--- src/rtl/bg_pkg.sv ---
package bg_pkg;

  localparam int CW        = 32;
  localparam int MODE_LSB  = 0;
  localparam int MODE_W    = 3;
  localparam logic [MODE_W-1:0] MODE_SEVEN = 3'd2;
  localparam int ODD_BIT   = 5;
  localparam int STOP_BIT  = 7;
  localparam int RATE_BIT  = 8;
  localparam int FRAC_BIT  = 9;
  localparam int RUN_BIT   = 15;
  localparam int NCHK      = 3;
  localparam int CHK_POS [NCHK] = '{17, 19, 20};
  localparam int PRE_STD   = 2;
  localparam int PRE_SLOW  = 3;

  typedef struct packed {
    logic            seven;
    logic            odd;
    logic            stop2;
    logic            rate;
    logic            frac;
    logic            run;
    logic [NCHK-1:0] chk;
  } fmt_t;

  function automatic fmt_t decode_fmt(input logic [CW-1:0] w);
    fmt_t f;
    f.seven = (w[MODE_LSB +: MODE_W] == MODE_SEVEN);
    f.odd   = w[ODD_BIT];
    f.stop2 = w[STOP_BIT];
    f.rate  = w[RATE_BIT];
    f.frac  = w[FRAC_BIT];
    f.run   = w[RUN_BIT];
    for (int i = 0; i < NCHK; i++) f.chk[i] = w[CHK_POS[i]];
    return f;
  endfunction

endpackage

--- src/rtl/bg_rst_sync.sv ---
module bg_rst_sync #(
  parameter int STAGES = 2
) (
  input  logic clk,
  input  logic rst_n,
  output logic rst_ns
);
  logic [STAGES-1:0] sync_q;
  logic [STAGES-1:0] sync_nxt;

  always_comb begin
    sync_nxt = {sync_q[STAGES-2:0], 1'b1};
  end

  always_ff @(posedge clk or negedge rst_n) begin
    if (!rst_n) sync_q <= '0;
    else        sync_q <= sync_nxt;
  end

  assign rst_ns = sync_q[STAGES-1];
endmodule

--- src/rtl/bg_ctl_regs.sv ---
module bg_ctl_regs
  import bg_pkg::*;
#(
  parameter int DIV_W = 16
) (
  input  logic             clk,
  input  logic             rst_n,
  input  logic             ctl_we,
  input  logic [CW-1:0]    ctl_wdata,
  input  logic             div_we,
  input  logic [DIV_W-1:0] div_wdata,
  output logic [CW-1:0]    ctl_q,
  output fmt_t             fmt,
  output logic [DIV_W-1:0] div_q,
  output logic [DIV_W-1:0] div_nxt
);
  logic [CW-1:0] ctl_nxt;
  logic          ctl_en;
  logic          div_en;

  assign fmt = decode_fmt(ctl_q);

  always_comb begin
    ctl_en  = ctl_we;
    div_en  = div_we & ~fmt.run;
    ctl_nxt = ctl_en ? ctl_wdata : ctl_q;
    div_nxt = div_en ? div_wdata : div_q;
  end

  always_ff @(posedge clk or negedge rst_n) begin
    if (!rst_n) begin
      ctl_q <= '0;
      div_q <= '0;
    end else begin
      if (ctl_en) ctl_q <= ctl_nxt;
      if (div_en) div_q <= div_nxt;
    end
  end

  // divider frozen while running
  p_div_hold_r6: assert property (@(posedge clk) disable iff (!rst_n)
    fmt.run |=> $stable(div_q));

  // a control write lands at the next edge
  p_ctl_land_r3: assert property (@(posedge clk) disable iff (!rst_n)
    ctl_we |=> (ctl_q == $past(ctl_wdata)));
endmodule

--- src/rtl/bg_prescale.sv ---
module bg_prescale
  import bg_pkg::*;
(
  input  logic clk,
  input  logic rst_n,
  input  logic run,
  input  logic rate,
  input  logic frac,
  output logic en
);
  localparam int CNTW = $clog2(PRE_SLOW);
  localparam logic [CNTW-1:0] LIM_STD  = CNTW'(PRE_STD - 1);
  localparam logic [CNTW-1:0] LIM_SLOW = CNTW'(PRE_SLOW - 1);

  logic [CNTW-1:0] cnt_q;
  logic [CNTW-1:0] cnt_nxt;
  logic [CNTW-1:0] lim;
  logic            wrap;

  always_comb begin
    if (frac)      lim = '0;
    else if (rate) lim = LIM_SLOW;
    else           lim = LIM_STD;
    wrap = (cnt_q >= lim);
    en   = run & wrap;
    if (!run)      cnt_nxt = '0;
    else if (wrap) cnt_nxt = '0;
    else           cnt_nxt = cnt_q + 1'b1;
  end

  always_ff @(posedge clk or negedge rst_n) begin
    if (!rst_n) cnt_q <= '0;
    else        cnt_q <= cnt_nxt;
  end

  // prescale count never passes the slowest ratio
  p_pre_bound_r8: assert property (@(posedge clk) disable iff (!rst_n)
    cnt_q < CNTW'(PRE_SLOW));

  // prescaler rests at zero while stopped
  p_pre_idle_r5: assert property (@(posedge clk) disable iff (!rst_n)
    !run |=> (cnt_q == '0));
endmodule

--- src/rtl/bg_divcnt.sv ---
module bg_divcnt #(
  parameter int DIV_W = 16
) (
  input  logic             clk,
  input  logic             rst_n,
  input  logic             run,
  input  logic             en,
  input  logic [DIV_W-1:0] load_val,
  output logic             tick_q
);
  logic [DIV_W-1:0] dcnt_q;
  logic [DIV_W-1:0] dcnt_nxt;
  logic             zero;
  logic             tick_nxt;

  always_comb begin
    zero     = (dcnt_q == '0);
    tick_nxt = run & en & zero;
    if (!run)      dcnt_nxt = load_val;
    else if (!en)  dcnt_nxt = dcnt_q;
    else if (zero) dcnt_nxt = load_val;
    else           dcnt_nxt = dcnt_q - 1'b1;
  end

  always_ff @(posedge clk or negedge rst_n) begin
    if (!rst_n) begin
      dcnt_q <= '0;
      tick_q <= 1'b0;
    end else begin
      dcnt_q <= dcnt_nxt;
      tick_q <= tick_nxt;
    end
  end

  // reload counter stays within the programmed divider while running
  p_cnt_range_r10: assert property (@(posedge clk) disable iff (!rst_n)
    run |-> (dcnt_q <= load_val));
endmodule

--- src/rtl/baud_tick_gen.sv ---
module baud_tick_gen
  import bg_pkg::*;
#(
  parameter int DIV_W = 16
) (
  input  logic             clk,
  input  logic             rst_n,
  input  logic             ctl_we,
  input  logic [31:0]      ctl_wdata,
  input  logic             div_we,
  input  logic [DIV_W-1:0] div_wdata,
  output logic [31:0]      cfg_word_o,
  output logic             run_o,
  output logic             seven_bit_o,
  output logic             odd_par_o,
  output logic             two_stop_o,
  output logic             frm_chk_o,
  output logic             ovr_chk_o,
  output logic             tmo_chk_o,
  output logic             tick_o
);
  logic             rst_ns;
  fmt_t             fmt;
  logic [DIV_W-1:0] div_q;
  logic [DIV_W-1:0] div_nxt;
  logic             pre_en;
  logic             tick_q;

  bg_rst_sync #(.STAGES(2)) u_rst (
    .clk(clk), .rst_n(rst_n), .rst_ns(rst_ns)
  );

  bg_ctl_regs #(.DIV_W(DIV_W)) u_regs (
    .clk(clk), .rst_n(rst_ns),
    .ctl_we(ctl_we), .ctl_wdata(ctl_wdata),
    .div_we(div_we), .div_wdata(div_wdata),
    .ctl_q(cfg_word_o), .fmt(fmt), .div_q(div_q), .div_nxt(div_nxt)
  );

  bg_prescale u_pre (
    .clk(clk), .rst_n(rst_ns), .run(fmt.run),
    .rate(fmt.rate), .frac(fmt.frac), .en(pre_en)
  );

  bg_divcnt #(.DIV_W(DIV_W)) u_div (
    .clk(clk), .rst_n(rst_ns), .run(fmt.run), .en(pre_en),
    .load_val(div_nxt), .tick_q(tick_q)
  );

  assign tick_o      = tick_q & fmt.run;
  assign run_o       = fmt.run;
  assign seven_bit_o = fmt.seven;
  assign odd_par_o   = fmt.odd;
  assign two_stop_o  = fmt.stop2;
  assign frm_chk_o   = fmt.chk[0];
  assign ovr_chk_o   = fmt.chk[1];
  assign tmo_chk_o   = fmt.chk[2];

  // no tick in the cycle right after run rises
  p_first_quiet_r10: assert property (@(posedge clk) disable iff (!rst_ns)
    $rose(fmt.run) |-> !tick_o);

  // stopped generator stays silent the next cycle
  p_idle_quiet_r5: assert property (@(posedge clk) disable iff (!rst_ns)
    !fmt.run |=> !tick_o);

  // divider unchanged across a running cycle
  p_div_frozen_r6: assert property (@(posedge clk) disable iff (!rst_ns)
    (fmt.run && $past(fmt.run)) |-> (div_q == $past(div_q)));
endmodule

--- config.mk ---
export PLATFORM = sky130hd
export DESIGN_NAME = baud_tick_gen
export DESIGN_NICKNAME = d
export VERILOG_FILES = /design/src/rtl/bg_pkg.sv /design/src/rtl/bg_rst_sync.sv /design/src/rtl/bg_ctl_regs.sv /design/src/rtl/bg_prescale.sv /design/src/rtl/bg_divcnt.sv /design/src/rtl/baud_tick_gen.sv
export SDC_FILE = /design/constraint.sdc
export NUM_CORES = 1
export LEC_CHECK = 0
export BUFFER_PORTS_ARGS = -buffer_cell sky130_fd_sc_hd__buf_2
export CAP_MARGIN = 0
export CORE_UTILIZATION = 31
export DETAILED_ROUTE_END_ITERATION = 10
export PLACE_DENSITY = 0.57
export SYNTH_ARGS = -nofsm -noshare
export SYNTH_HDL_FRONTEND = slang
export SYNTH_SLANG_ARGS = --single-unit
--- constraint.sdc ---
create_clock -name clk -period 3.04 [get_ports clk]
set_clock_uncertainty 0.2 [all_clocks]
set_input_delay 0.608 -clock clk [delete_from_list [all_inputs] [get_ports clk]]
set_output_delay 0.608 -clock clk [all_outputs]
set_load 0.1 [all_outputs]
# ---- Yosys cells after proc, flatten, opt, wreduce, memory -nomap -nowiden
# Cells that the tools add are included.
dict set report op_classes {
  add_sub_neg 2
  magnitude_cmp 1
  eq_ne 2
  mux 8
  bitwise_logic 6
  n_reduce_logical 1
}
# op n
set op_table {}
lappend op_table {{$mux 16} 4}
lappend op_table {{$logic_not 16->1} 1}
lappend op_table {{$sub 16x1->16 const B} 1}
lappend op_table {{$mux 2} 4}
lappend op_table {{$and 1x1->1} 5}
lappend op_table {{$eq 3x2->1 const B} 1}
lappend op_table {{$add 2x1->2 const B} 1}
lappend op_table {{$ge 2x2->1} 1}
lappend op_table {{$ne 2x1->1 const B} 1}
lappend op_table {{$not 1->1} 1}
dict set report totals {
  ff_bits 69
  in_bits 52
  output_inout_bits 40
  word_cells 26
}

# ---- Logic depth before layout (Yosys ltp)
# Gate-level depths: netlist of the first run.
dict set report logic_depth {
  ltp_word 6
  mapped_depth 8
}

# ---- Hierarchy
# Synthesis of the first run repeated with hierarchy kept, for this count alone.
dict set report unflattened {
  cells_unflattened 291
  hier_area_um2 3697.3
}
# module n_inst cells_each area_each_um2 seq_area_each_um2
set modules_own_cells {}
lappend modules_own_cells {bg_ctl_regs 1 130 2207.1 1201.2}
lappend modules_own_cells {bg_divcnt 1 144 1291.2 425.4}
lappend modules_own_cells {bg_prescale 1 13 138.9 50.0}
lappend modules_own_cells {bg_rst_sync 1 3 53.8 50.0}
lappend modules_own_cells {baud_tick_gen 1 1 6.3 0.0}

# ---- Worst setup path after synthesis of the first run
# OpenSTA, ideal clock, no wires.
dict set report synth_timing {
  path_kind {reg2out}
  from {register u_regs.ctl_q[1]}
  to {output seven_bit_o}
  arrival_ps 3223
  required_time_ps 2232
  slack_ps -991
  path_stages_with_launch 2
  n_path_buf 0
  path_cell_list {dfrtp_1 -> nor3b_1}
}
dict set report synth_between {
  elab_chain_cells 1
}
# item line_no
set synth_lines {}
lappend synth_lines {{from (decl)} bg_ctl_regs.sv:12} ;# output logic [CW-1:0] ctl_q,
lappend synth_lines {{from (signal assigned)} bg_ctl_regs.sv:35} ;# if (ctl_en) ctl_q <= ctl_nxt;
lappend synth_lines {{$eq 3x2->1} bg_pkg.sv:29} ;# f.seven = (w[MODE_LSB +: MODE_W] == MODE_SEVEN);
lappend synth_lines {{to (decl)} baud_tick_gen.sv:14} ;# output logic seven_bit_o,
# No other way between the ends.

# ---- Worst setup path in the final report of the first run
dict set report layout_timing {
  from {register u_div.dcnt_q[0]}
  to {register u_div.dcnt_q[10]}
}
dict set report layout_between {
  elab_chain_cells 4
}
# item line_no
set layout_lines {}
lappend layout_lines {{from (decl)} bg_divcnt.sv:11} ;# logic [DIV_W-1:0] dcnt_q;
lappend layout_lines {{from (signal assigned)} bg_divcnt.sv:30} ;# dcnt_q <= dcnt_nxt;
lappend layout_lines {{$sub 16x1->16 / $logic_not 16->1 (equally long branches)} {bg_divcnt.sv:22, bg_divcnt.sv:17}}
lappend layout_lines {{$mux 16 *} bg_divcnt.sv:21} ;# else if (zero) dcnt_nxt = load_val;
lappend layout_lines {{$mux 16 *} bg_divcnt.sv:20} ;# else if (!en) dcnt_nxt = dcnt_q;
lappend layout_lines {{$mux 16 *} bg_divcnt.sv:19} ;# if (!run) dcnt_nxt = load_val;
# Every way passes the cells marked *; elsewhere a longest branch is shown, timed or not. The select of a mux whose other input is x is not followed.
# A chain may end at the register's enable or synchronous reset.

==> impl_metrics.yaml, run 1 <==
run_status:
  status: "completed"
clocking:
  insertion_delay_ns: 0.34
  postCtsResizedCells: 0
  cts_tree: "built"
  path_clk_slew_ns: 0.08
  cts_buffers: 9
  clk_path_buf_depth: 2
  cts_root_buffer: "clkbuf_8"
  cts_sinks: 69
  cts.htree.levels: 3
logic_synthesis:
  syn_inst: 269
  synth_warnings: 0
  synth_area_sq_um: 3204
  synth.distinct_cells: 48
  synth_edf_count: 0
  post-synth-top-area-fraction_pct: 53.89
  synth.net_count: 325
  ys_seq_area_share_pct: 53.89
  synth_largest_area_cell: "dfrtp_1"
  synth_ff_type: "dfrtp_1"
  synth_area_leaders: "dfrtp_1, mux2_2, a21oi_1"
  ys_async_sr_fraction_pct: 100.0
  ys_ff_latch: 69
  post_synth.cell_area_avg_sq_um: 11.91
power:
  ir_drop_mv: 0.2970
  p_leak_nw: 1.740
  power_density_nw_per_um2: 725.2
grt:
  grt_max_degree: 41
  overflow: 0
  grt_pass1_vias: 2550
  grt_pass1_wl_um: 12280
  grt_usage_pct: 14.22
  grt_antenna_before_repair: 0
finish:
  antenna_cells: 0
  fin_nets: 410
  final_area_sq_um: 3939
  nFillCells: 999
  drive_gt1_share_pct: 46.80
  multi_input_area_sq_um: 1341
  syn_to_final_growth_pct: 22.92
  regArea_sq_um: 1728
job:
  max_cap_violations: 0
worst_setup_path:
  worst-r2r-cell-count: 7
  slowest_delay_ns: 0.45
  cp_top_family: "simple AND/OR/NAND/NOR gates"
  crit_chain: "inv_1, ha_1, or4b_1, nand4b_4, nand2_1, nor3_1, nor4_1"
  cpMaxStageDelayCell: "or4b_1"
  path_depth: 7
  crit_start: "u_div.dcnt_q[0]$_DFFE_PN0P_"
  r2r-start: "u_div.dcnt_q[0]$_DFFE_PN0P_"
  startpoint_type: "flip-flop"
  ff2ff_setup_slack_ns: 0.50
  crit_end: "u_div.dcnt_q[10]$_DFFE_PN0P_"
  critPathKind: "flip-flop to flip-flop"
  crit_path_end_kind: "flip-flop"
  critPathMaxFanout: 12
  worstPathArrival_ns: 2.57
  cp_num_buf_inv: 1
  r2r-end: "u_div.dcnt_q[10]$_DFFE_PN0P_"
  cp.required_ns: 3.07
detailed_routing:
  dr_total_vias: 2432
  ant_nets: 0
  routedWlPerCell_um: 14.33
  first_pass_iters: 5
  viasPerCell: 4.943
  drc_errors: 0
  wirelength_um: 7050
  drtIter0Drc: 98
die:
  ioPinCount: 92
  dieWidth_um: 103.7
  fp.dieH_um: 103.7
  dieArea_sq_um: 10750
  row_count: 36
  initial_core_util_pct: 32.34
  core_area_sq_um: 9910
placed_design:
  placed_cell_area_sq_um: 3752
  pre_cts_slack_ns: 0.5431
  dp_hpwl_um: 4996
  gp_congestion: 0.8264
  portBuffers: 91
timing:
  slew_viol_final: 0
  setup_viol: 0
  max_clock_freq_mhz: 393.7
  setup_ws_ns: 0.4997
  relSlewSlack_pct: 52.93
  rsz0062_at_grt: "false"
  final_hold_viol_count: 0
  tightestPinTransition_ns: 0.7061
  finalCritPeriodShare_pct: 83.56
  hold_ws_ns: 0.09944
  period_minus_slack_ns: 2.540
  fin_tns_setup_ns: 0
min_path:
  worst_hold_path_type: "flip-flop to asynchronous set/reset pin"
==> power breakdown <==
group / internal (mW) / switching, mW / total [mW]
Clock: 0.296 / 0.364 / 0.660
Combinational: 0.284 / 0.666 / 0.950
Sequential: 1.08 / 0.166 / 1.25
Total: 1.66 / 1.20 / 2.86
==> routing by layer <==
layer	part of all wire (%)	up-vias	GRT usage [%]
met3	6.8	13	3.902
met5	0	-	0
met4	2.3	0	6.531
met2	46	102	22.05
li1	-	1142	-
met1	45	1175	18.45
==> cell type report <==
type                    instances  share of cell area [%]
inverters                       5                  0.4765
clock buffers                   9                   3.145
flip-flops and latches         69                   43.87
well taps                     133                   4.225
repair buffers                 96                   12.90
multi-input cells             173                   34.05
clock inverters                 7                   1.334
==> synthesized netlist by cell type (all sizes together) (2+ instances only) <==
cell type / count
a21oi: 15
a31oi: 2
and2: 2
buf: 15
clkbuf: 7
dfrtp: 69
ha: 4
inv: 5
mux2: 48
nand2: 8
nand2b: 3
nand3: 10
nand4: 4
nand4b: 3
nor2: 12
nor2b: 2
nor3: 15
nor3b: 5
nor4: 5
nor4b: 2
o211ai: 3
o21ai: 9
o22a: 2
o22ai: 2
==> cell families (layout without fill, tap and decap cells) <==
logic type	count (synthesis)	in the layout	share of synthesized area (%)
other cells	1	1	0.1170
mux	49	49	17.18
flops	69	69	53.89
xor+xnor	1	1	0.2734
fa+ha+maj	4	4	1.562
compound gates	42	42	8.161
simple gates	76	76	14.37
buf+inv	27	117	4.451
==> per-stage QoR <==
step / cells / total power, mW / util, %
global route: 492 / 3.019 / 39.75
global placement: 475 / 2.193 / 37.87
floorplan: 269 / 2.011 / -
detailed placement: 475 / 2.214 / 37.87
CTS: 492 / 2.888 / 39.75
finish: 492 / 2.856 / 39.75
==> sequential cells by signal (all words and copies together) (netlist names) <==
name,flops
u_div.dcnt_q,16
u_regs.div_q,16
u_pre.cnt_q,2
u_rst.sync_q,2
u_regs.ctl_q,32
u_div.tick_q,1
==> cell usage in the layout (no fill, tap or decap), types with 4 or more instances in the layout <==
cell        synthesis  final
nor4_1              4      4
nor3b_1             5      4
o21ai_0             9      9
nand2_1             8      8
nand4_1             4      4
nand3_1            10     10
clkbuf_8            0      9
a21oi_1            15     15
nor3_1             14     14
buf_2               3     91
nor2_1             12     12
inv_1               5      5
clkinvlp_4          0      4
mux2_2             48     48
dfrtp_1            69     68
ha_1                4      4
==> timing repair <==
item	4_1_cts	5_1_grt
hold buffers	1	0
hold endpoints to repair	2	0
setup buffers	0	0
==> worst min path at each step <==
stage                              endpoint  slack [ns]  cells past startpoint                      start
2_1_floorplan     u_rst.sync_q[0]$_DFF_PN0_        0.11                      0                      rst_n
5_1_grt        u_regs.ctl_q[12]$_DFFE_PN0P_        0.17                      0  u_rst.sync_q[1]$_DFF_PN0_
4_1_cts        u_regs.ctl_q[12]$_DFFE_PN0P_        0.13                      0  u_rst.sync_q[1]$_DFF_PN0_
3_3_place_gp    u_regs.ctl_q[3]$_DFFE_PN0P_        0.12                      0  u_rst.sync_q[1]$_DFF_PN0_
6_report       u_regs.ctl_q[12]$_DFFE_PN0P_         0.1                      0  u_rst.sync_q[1]$_DFF_PN0_
3_5_place_dp    u_regs.ctl_q[3]$_DFFE_PN0P_        0.12                      0  u_rst.sync_q[1]$_DFF_PN0_
(Power assumes the default switching activity.)
==> run 2, diff against run 1 <==
- ABC_AREA: unset -> 1
- PLACE_DENSITY: 0.57 -> 0.59
- clock period: 3.04 -> 2.2 ns (I/O delays scaled with it)
==> run 2 against run 1 <==
Compared with the run above: clock power grew 70%; flip-flop and latch count stayed put; final cell count up 20%; sequential power grew 30%; non-clock buffer count shrank 1; clock-buffer cell count grew 2.
==> impl_metrics.yaml, run 2 <==
power:
  intPower_mw: 2.398
  ir_drop_mv: 0.4669
  switching_share_pct: 40.65
  power_density_nw_per_um2: 977.5
  pwr-share-seq_pct: 40.5
  p_switching_mw: 1.643
  p_leak_nw: 2.090
  combPwrFrac_pct: 31.9
  clock_power_share_pct: 27.6
logic_synthesis:
  synth_area_leaders: "dfrtp_1, nand2_1, mux2_2"
  synth_area_sq_um: 3359
  post_synth.cell_area_avg_sq_um: 9.255
  post-synth-top-area-fraction_pct: 51.40
  synth_edf_count: 0
  synth_warnings: 0
  ys_ff_latch: 69
  syn_inst: 363
  synth_commonest_cells: "nand2_1, dfrtp_1, inv_1, mux2_2, nand3_1"
  synth_largest_area_cell: "dfrtp_1"
  synth_ff_type: "dfrtp_1"
  ys_async_sr_fraction_pct: 100.0
  yosysMostFrequentCell: "nand2_1"
  ys_seq_area_share_pct: 51.40
  synth.net_count: 419
  synth.distinct_cells: 29
placed_design:
  gp_congestion: 0.8118
  dp_hpwl_um: 5136
  portBuffers: 91
  placed_cell_area_sq_um: 3905
finish:
  layout_common_cells: "nand2_1, buf_2, dfrtp_1"
  syn_to_final_growth_pct: 23.05
  mostFrequentLayoutCell: "nand2_1"
  largest_register_ffs: 32
  fin_nets: 505
  largestRegisters: "u_regs.ctl_q (32), u_div.dcnt_q (16), u_regs.div_q (16)"
  drive_gt1_share_pct: 35.68
  antenna_cells: 0
  largest_register: "u_regs.ctl_q"
  nFillCells: 1074
  fin_util_pct: 39.69
  final_area_sq_um: 4134
grt:
  grt_antenna_before_repair: 0
  overflow: 0
  grt_pass1_vias: 2590
  grt_pass1_wl_um: 12340
  grt_max_degree: 68
  grt_usage_pct: 13.99
die:
  row_count: 37
  initial_core_util_pct: 32.25
  ioPinCount: 92
  dieWidth_um: 106.1
  fp.dieH_um: 106.1
  core_area_sq_um: 10420
  dieArea_sq_um: 11260
worst_setup_path:
  ff2ff_setup_slack_ns: 0.32
  worst-r2r-cell-count: 10
  cp.required_ns: 1.56
  r2r-start: "u_regs.ctl_q[9]$_DFFE_PN0P_"
  startpoint_type: "flip-flop"
  critPathMaxFanout: 9
  crit_path_end_kind: "primary output"
  critPathKind: "flip-flop to primary output"
  r2r-end: "u_div.dcnt_q[6]$_DFFE_PN0P_"
  worstPathArrival_ns: 1.40
run_status:
  status: "completed"
clocking:
  cts_buffers: 9
  path_clk_slew_ns: 0.08
  cts_sinks: 69
  clk_path_buf_depth: 2
  insertion_delay_ns: 0.35
  cts_tree: "built"
  cts_root_buffer: "clkbuf_8"
  cts.htree.levels: 3
detailed_routing:
  ant_nets: 0
  dr_total_vias: 2642
  viasPerCell: 4.478
  drtIter0Drc: 84
  wirelength_um: 7303
  routedWlPerCell_um: 12.38
  drc_errors: 0
  first_pass_iters: 4
timing:
  rsz0062_at_grt: "false"
  fin_tns_setup_ns: 0
  hold_ws_ns: 0.08451
  slew_viol_final: 0
  period_minus_slack_ns: 2.044
  setup_viol: 0
  finalCritPeriodShare_pct: 92.93
  final_hold_viol_count: 0
  max_clock_freq_mhz: 489.1
min_path:
  worst_hold_path_type: "flip-flop to asynchronous set/reset pin"
job:
  max_cap_violations: 0
==> run 2: cell families after synthesis <==
group,count (synthesis),share of synthesized area [%]
simple gates,158,21.64
flops,69,51.40
mux,29,9.721
buf+inv,66,9.646
other cells,1,0.1116
xor+xnor,5,1.304
fa+ha+maj,4,1.490
compound gates,31,4.693
==> run 2: worst max-delay path: stages, from the launching register on <==
cell	delay [ns]
dfrtp_2	0.52
nand2_1	0.13
clkinvlp_4	0.09
clkbuf_4	0.32
==> run 2: stage by stage <==
step,std cells,worst slack [ns],power (mW)
detailed placement,573,0.3342,2.949
global placement,573,0.3515,2.929
CTS,590,0.02354,4.086
finish,590,0.1556,4.041
floorplan,363,-0.1369,2.710
global route,590,0.07994,4.262
==> run 2: timing repair <==
| item | CTS | global route |
|---|---|---|
| resized for setup | 0 | 1 |
| endpoints found under the setup margin | 0 | 1 |
| hold buffers | 1 | 0 |
| hold endpoints to repair | 2 | 0 |
| buffers inserted | 0 | 0 |
==> run 2: final cells by class <==
class / count / area, sq um / share of cell area (%)
Inverter: 46 / 181.4 / 4.389
Tap cell: 136 / 170.2 / 4.116
Clock buffer: 11 / 151.4 / 3.662
Sequential cell: 69 / 1730 / 41.86
Multi-Input combinational cell: 228 / 1320 / 31.93
Clock inverter: 5 / 65.06 / 1.574
Timing Repair Buffer: 95 / 515.5 / 12.47
==> run 2: worst max path at each step <==
stage	from	end	slack, ns	cells past startpoint
after global routing	u_regs.ctl_q[15]$_DFFE_PN0P_	tick_o	0.08	3
after detailed placement	u_regs.ctl_q[8]$_DFFE_PN0P_	u_div.dcnt_q[13]$_DFFE_PN0P_	0.33	9
after global placement	u_regs.ctl_q[8]$_DFFE_PN0P_	u_div.dcnt_q[12]$_DFFE_PN0P_	0.35	9
final	u_regs.ctl_q[15]$_DFFE_PN0P_	tick_o	0.16	3
after CTS	u_regs.ctl_q[15]$_DFFE_PN0P_	tick_o	0.02	3
after floorplan	u_regs.ctl_q[0]$_DFFE_PN0P_	seven_bit_o	-0.14	1
==> run 2: per-layer routing <==
layer  wire length (um)  track usage [%]  vias up
li1                   -                -     1318
met1               3490            18.89     1213
met2               3118            20.69       99
met3                574            4.476       12
met4                119            5.556        0
met5                  0                0        -
==> run 2: power by group through the flow <==
stage	sequential [mW]	combinational [mW]	clock [mW]
after floorplan	2.04	0.671	0
after global placement	1.65	1.28	0
after detailed placement	1.65	1.30	0
after CTS	1.63	1.30	1.15
after global routing	1.66	1.40	1.20
final	1.63	1.29	1.12
==> run 3, diff against run 2 <==
- BUFFER_PORTS_ARGS: -buffer_cell sky130_fd_sc_hd__buf_2 -> -buffer_cell sky130_fd_sc_hd__buf_4
- CORE_UTILIZATION: 31 -> 47
- PLACE_DENSITY: 0.59 -> 0.81
==> run 3 against run 2 <==
Compared with the run above: global-route usage grew 7.2 points; cell area grew 4.6%; register-to-register slack is essentially flat; final cell count shrank 6.6%; hold slack lost 0.0031 ns; flip-flop and latch count is the same; largest power group unchanged.
==> impl_metrics.yaml, run 3 (synthesis gave the netlist of run 2 again) <==
worst_setup_path:
  cpMaxStageDelayCell: "dfrtp_2"
  slowest_delay_ns: 0.43
  critPathMaxFanout: 8
  cp_common_cell: "buf_4"
  worstPathArrival_ns: 1.39
  crit_path_end_kind: "primary output"
  startpoint_type: "flip-flop"
  critPathKind: "flip-flop to primary output"
  crit_chain: "buf_4, nand2_1, clkinvlp_4, buf_4"
  cp.required_ns: 1.56
detailed_routing:
  ant_nets: 0
  viasPerCell: 4.829
  wirelength_um: 7225
  drtIter0Drc: 108
  routedWlPerCell_um: 13.11
  dr_total_vias: 2661
  drc_errors: 0
  first_pass_iters: 4
clocking:
  ctsHoldBuffers: 1
  cts_buffers: 9
  cts_setup_buffers: 0
  postCtsResizedCells: 0
  cts_root_buffer: "clkbuf_8"
  clk_path_buf_depth: 2
  insertion_delay_ns: 0.35
  cts_tree: "built"
  path_clk_slew_ns: 0.07
  cts.htree.levels: 3
  cts_sinks: 69
power:
  p_switching_mw: 1.636
  combPwrFrac_pct: 31.9
  p_leak_nw: 2.171
  switching_share_pct: 38.43
  power_density_nw_per_um2: 984.9
  p_total_mw: 4.258
  clock_power_share_pct: 29.7
  ir_drop_mv: 0.6990
  intPower_mw: 2.621
  pwr-share-seq_pct: 38.4
timing:
  final_hold_viol_count: 0
  max_clock_freq_mhz: 491.5
  finalCritPeriodShare_pct: 92.49
  rsz0062_at_grt: "false"
  period_minus_slack_ns: 2.035
  setup_ws_ns: 0.1653
  slew_viol_final: 0
  setup_viol: 0
grt:
  grt_pass1_vias: 2626
  grt_antenna_before_repair: 0
  grt_max_degree: 39
  grt_pass1_wl_um: 12030
  grt_usage_pct: 21.16
  overflow: 0
finish:
  largest_register: "u_regs.ctl_q"
  largestRegisters: "u_regs.ctl_q (32), u_div.dcnt_q (16), u_regs.div_q (16)"
  drive_gt1_share_pct: 35.82
  nFillCells: 593
  syn_to_final_growth_pct: 28.68
  largest_register_ffs: 32
  fin_nets: 506
  antenna_cells: 0
  fin_util_pct: 63.28
  layout_common_cells: "buf_4, nand2_1, dfrtp_1"
  mostFrequentLayoutCell: "buf_4"
placed_design:
  pre_cts_slack_ns: 0.3478
  dp_hpwl_um: 5241
  portBuffers: 91
  gp_congestion: 0.8993
die:
  dieArea_sq_um: 7490
  row_count: 30
  core_area_sq_um: 6832
  fp.dieH_um: 86.55
  dieWidth_um: 86.55
  ioPinCount: 92
  initial_core_util_pct: 49.18
min_path:
  worst_hold_path_type: "flip-flop to asynchronous set/reset pin"
run_status:
  status: "completed"
job:
  max_cap_violations: 0
==> run 3: cell count changes in the layout (fill, tap and decap cells not counted) <==
cell	delta
clkinvlp_4	+1
bufinv_16	+2
buf_4	+94
clkbuf_8	-2
inv_6	-3
clkbuf_4	-1
buf_12	-2
buf_2	-90
clkinv_4	+2
==> run 3: cell type report <==
class | instances | area [sq um] | area share (%)
Inverter | 46 | 181.4 | 4.197
Multi-Input combinational cell | 228 | 1320 | 30.54
Clock inverter | 7 | 123.9 | 2.865
Clock buffer | 9 | 123.9 | 2.865
Timing Repair Buffer | 96 | 723.2 | 16.73
Sequential cell | 69 | 1730 | 40.03
Tap cell | 96 | 120.1 | 2.779
==> run 3: worst max-delay path, delay by kind of cell (launching register included) <==
family                 cells  cell delay, ns
buffers and inverters      3            0.50
DFF                        1            0.43
and+or+nand+nor            1            0.11
==> run 3: worst paths after layout <==
kind	from	to	slack, ns	depth (start not counted)
max in group asynchronous	u_rst.sync_q[1]$_DFF_PN0_	u_regs.ctl_q[1]$_DFFE_PN0P_	1.33	1
min	u_rst.sync_q[1]$_DFF_PN0_	u_regs.ctl_q[0]$_DFFE_PN0P_	0.08	1
max reg2reg	u_regs.ctl_q[8]$_DFFE_PN0P_	u_div.dcnt_q[15]$_DFFE_PN0P_	0.33	9
min reg2reg	u_rst.sync_q[1]$_DFF_PN0_	u_regs.ctl_q[0]$_DFFE_PN0P_	0.08	1
min in group clk	ctl_wdata[26]	u_regs.ctl_q[26]$_DFFE_PN0P_	0.12	2
max	u_regs.ctl_q[15]$_DFFE_PN0P_	tick_o	0.17	4
==> run 3: through the flow <==
stage | TNS (ns) | instances | area [sq um] | hold slack (ns)
final | 0 | 551 | 4323 | 0.08144
after global routing | 0 | 551 | 4323 | 0.1040
after CTS | 0 | 551 | 4323 | 0.09790
after detailed placement | 0 | 534 | 4065 | 0.02575
after global placement | 0 | 534 | 4065 | 0.02336
after floorplan | -0.1369 | 363 | 3378 | -0.05559
==> run 3: routing by layer <==
layer	track usage, %	wire length, um	vias up
met5	0	0	-
met4	8.182	43	0
met3	6.762	589	6
met2	34.20	3398	101
met1	26.57	3194	1242
li1	-	-	1312
==> run 3: power groups by stage <==
stage | Sequential, mW | Clock [mW] | Combinational [mW]
4_1_cts | 1.63 | 1.29 | 1.37
2_1_floorplan | 2.04 | 0 | 0.671
5_1_grt | 1.66 | 1.33 | 1.48
3_5_place_dp | 1.65 | 0 | 1.37
6_report | 1.63 | 1.26 | 1.36
3_3_place_gp | 1.64 | 0 | 1.33
